File: src/rtl/fifo_req_gen.sv
module fifo_req_gen #(
  parameter int LVL_W = 4,
  localparam int NSRC = 3
) (
  input  logic                    clk,
  input  logic                    rst_n,
  input  logic [LVL_W-1:0]        rx_level,
  input  logic [LVL_W-1:0]        tx_level,
  input  logic [NSRC-1:0]         rx_en,
  input  logic [NSRC-1:0]         tx_en,
  input  logic [NSRC*LVL_W-1:0]   rx_thr,
  input  logic [NSRC*LVL_W-1:0]   tx_thr,
  output logic                    irq,
  output logic                    dmareq1,
  output logic                    dmareq2,
  output logic [31:0]             status
);

  localparam int RXF_LSB = 8;
  localparam int TXF_LSB = 16;

  logic [NSRC-1:0]  hit;
  logic [NSRC-1:0]  req_q;
  logic [LVL_W-1:0] rx_q, tx_q;

  for (genvar s = 0; s < NSRC; s++) begin : g_src
    logic [LVL_W-1:0] rt, tt;
    logic             rx_hit, tx_hit;
    assign rt     = rx_thr[s*LVL_W +: LVL_W];
    assign tt     = tx_thr[s*LVL_W +: LVL_W];
    assign rx_hit = rx_en[s] && (rx_level >= rt);
    assign tx_hit = tx_en[s] && (tx_level <= tt);
    assign hit[s] = rx_hit || tx_hit;
  end

  always_ff @(posedge clk or negedge rst_n) begin
    if (!rst_n) begin
      req_q <= '0;
      rx_q  <= '0;
      tx_q  <= '0;
    end else begin
      req_q <= hit;
      rx_q  <= rx_level;
      tx_q  <= tx_level;
    end
  end

  assign irq     = req_q[0];
  assign dmareq1 = req_q[1];
  assign dmareq2 = req_q[2];

  always_comb begin
    status                      = '0;
    status[NSRC-1:0]            = req_q;
    status[RXF_LSB +: LVL_W]    = rx_q;
    status[TXF_LSB +: LVL_W]    = tx_q;
  end

endmodule


File: config.mk
export PLATFORM = sky130hd
export DESIGN_NAME = fifo_req_gen
export DESIGN_NICKNAME = d
export VERILOG_FILES = /design/src/rtl/fifo_req_gen.sv
export SDC_FILE = /design/constraint.sdc
export NUM_CORES = 1
export LEC_CHECK = 0
export ABC_AREA = 0
export BUFFER_PORTS_ARGS = -buffer_cell sky130_fd_sc_hd__buf_2
export CAP_MARGIN = 5
export CORE_ASPECT_RATIO = 0.9
export CORE_UTILIZATION = 41
export CTS_CLUSTER_SIZE = 25
export DETAILED_ROUTE_END_ITERATION = 10
export PLACE_DENSITY_LB_ADDON = 0.1
export SLEW_MARGIN = 0
export SYNTH_ARGS = -nofsm -noshare
export SYNTH_HDL_FRONTEND = slang
export SYNTH_SLANG_ARGS = --single-unit
export TNS_END_PERCENT = 10
File: constraint.sdc
create_clock -name clk -period 0.8 [get_ports clk]
set_clock_uncertainty 0.05 [all_clocks]
set_input_delay 0.12 -clock clk [delete_from_list [all_inputs] [get_ports clk]]
set_output_delay 0.12 -clock clk [all_outputs]
set_load 0.005 [all_outputs]
==> results.yml <==
status:
  status: "complete, but fails checks"
  violations: "negative setup slack"
die:
  core.rowCount: 17
  fp.dieW_um: 56.0
  start_util_pct: 43.7
  fp.coreArea_sq_mm: 0.00247
  die_height_um: 50.6
  die_area_sq_mm: 0.00284
  io_pins: 75
drt:
  ant_nets: 0
  drc: 0
  drt-total-wl_um: 1870
  route.met3.wl_um: 130
  wl_met2_um: 911
  met1_length_um: 817
  avgViaCountPerCell: 4.35
  dr_total_vias: 913
  routedWlPerCell_um: 8.90
  first_pass_iters: 5
  top_layer: "met4"
  drt_iter0_markers: 7
power_and_ir_drop:
  leakage_nw: 0.853
  comb_power_share_pct: 34.6
  p_sw_mw: 0.424
  p_per_area_mw_per_mm2: 1070
  fin_total_pwr_mw: 1.49
  seqPwrFrac_pct: 41.3
  ir_drop_mv: 0.842
  p_sw_share_pct: 28.5
  clockPowerShare_pct: 24.1
  p_int_mw: 1.07
synthesis:
  synth_mux_area_share_pct: 0
  synth_top_area_cell: "ha_1"
  netlist_area_sq_mm: 0.00108
  postSynthAreaPerCell_sq_um: 9.05
  synthAdderAreaFrac_pct: 27.9
  synthCells: 119
  ys_seq_area_share_pct: 25.6
  synth_top_family_by_area: "adder cells"
  synth-compound-area-share_pct: 11.6
  synth_xor_area_share_pct: 0
  synth_cell_types: 17
  synthSimpleGateAreaFrac_pct: 10.2
  synth_top_area_share_pct: 27.9
  ys_warn_count: 0
  synth.ff_latch_count: 11
  yosys-top-cells-area: "ha_1 28%, dfrtp_1 26%, buf_4 17%"
clocking:
  cts_buffers: 3
  cts_sinks: 11
  h-tree-depth: 1
  cts_buffer_depth: 2
  tritoncts: "yes"
  ctsRootBufferMaster: "clkbuf_4"
  path_clk_slew_ps: 70
sta:
  final-max-slew-violation-count: 0
  rsz0062_at_grt: "yes"
  finalSetupViolCount: 17
  min_period_over_period_pct: 119
  fin_crit_ps: 949
  setup_tns_ps: -1960
  timing.final.ws_setup_ps: -149
  finalHoldViolCount: 0
  clock.fmax_mhz: 1050
place:
  hpwlAfterDp_um: 1710
  io_buffer_count: 53
  finalWeightedCongestion: 0.744
  dpl_worst_slack_ps: -479
job:
  drv_cap: 0
setup_path:
  crit_family: "flip-flops"
  path_max_fanout: 2
  cpMaxStageDelayCell: "dfrtp_1"
  path_buf_inv: 1
  start_kind: "register"
  worstPathRequired_ps: 630
  critical-path-max-stage-delay_ps: 390
  crit_chain: "buf_2"
  crit_path_end_kind: "output port"
  crit_type: "reg2out"
  crit_arrival_ps: 780
  path_depth: 1
layout:
  n_antenna_cell: 0
  drive_gt1_share_pct: 35.7
  synthToLayoutAreaGrowth_pct: 29.2
  nNetsFinal: 247
  fill_cells: 229
worst_hold_path:
  worstHoldPathCells: 2
  hold_path.class: "in2reg"
global_route:
  grt_antenna_before_repair: 0
  overflow: 0
  grt_pass1_wl_um: 3040
  grt_max_degree: 12
  grt_pass1_vias: 804
  track_usage_pct: 13.7
[metrics by stage]
stage,utilization [%],instance area [sq um],hold WS (ps),cells
2_1_floorplan,-,1160,-226,139
3_3_place_gp,53.3,1320,-56.5,201
3_5_place_dp,53.3,1320,-53.6,201
4_1_cts,56.4,1390,21.6,210
5_1_grt,56.4,1390,18.2,210
6_report,56.4,1390,27.8,210
[cells by family (layout without fill, tap and decap cells)]
kind of cell | after synthesis | after routing
flip-flops | 11 | 11
AO/OA/AOI/OAI | 17 | 17
other | 1 | 21
adder cells (fa/ha/maj) | 24 | 24
AND/OR/NAND/NOR | 20 | 20
buffers and inverters | 46 | 89
[path summary, 6_finish.rpt]
| check | from | endpoint |
|---|---|---|
| min | tx_level[0] | tx_q[0] |
| min in group asynchronous | rst_n | tx_q[2] |
| max in group asynchronous | rst_n | tx_q[1] |
| max | req_q[2] | status[2] |
[Yosys cell counts, drive strengths merged]
| library cell | number |
|---|---|
| ha | 24 |
| conb | 1 |
| buf | 24 |
| dfrtp | 11 |
| o21a | 2 |
| o21ai | 8 |
| nor3 | 3 |
| nor2b | 6 |
| inv | 22 |
| nor3b | 1 |
| o41ai | 2 |
| nand3 | 4 |
| o211ai | 3 |
| and3 | 3 |
| nor2 | 3 |
| a21boi | 2 |
[repair_timing]
item / 4_1_cts / 5_1_grt
setup endpoints to repair: 17 / 17
resized for setup: 1 / 2
gates cloned: 0 / 0
pin swaps: 4 / 0
hold endpoints to repair: 15 / 0
setup buffers: 0 / 0
hold buffers: 5 / 0
[cells in the final DEF, fill, tap and decap left out, drive strengths merged]
cell and n:
buf 58, dfrtp 11, inv 22, nor2b 6, o41ai 2, nor3 3, nand3 4, o21ai 8
o21a 2, a21boi 2, o211ai 3, nor3b 1, ha 24, dlygate4sd3 5, conb 21, nor2 3
clkbuf 4, and3 3
[power groups by stage]
stage | clock, mW | combinational (mW) | sequential [mW]
2_1_floorplan | 0 | 0.351 | 0.632
3_3_place_gp | 0 | 0.491 | 0.624
3_5_place_dp | 0 | 0.503 | 0.626
4_1_cts | 0.377 | 0.525 | 0.615
5_1_grt | 0.412 | 0.599 | 0.619
6_report | 0.359 | 0.515 | 0.615
[registers in the layout, summed over array words and instances, names as in the netlist]
name	count
req_q	3
rx_q	4
tx_q	4
[layout make-up]
type / instances / area (sq um) / share of cell area (%)
inverter: 22 / 82.6 / 5.94
multi-input combinational: 82 / 619 / 44.5
clock buffer: 4 / 26.3 / 1.89
sequential: 11 / 275 / 19.8
tap: 28 / 35.0 / 2.52
timing repair buffer: 63 / 353 / 25.4
[metal layers]
metal	vias to the layer above	track usage (%)
met3	2	3.35
met4	0	3.66
met1	395	16.5
li1	476	-
met5	-	0
met2	40	24.4
(Power assumes the default switching activity.)
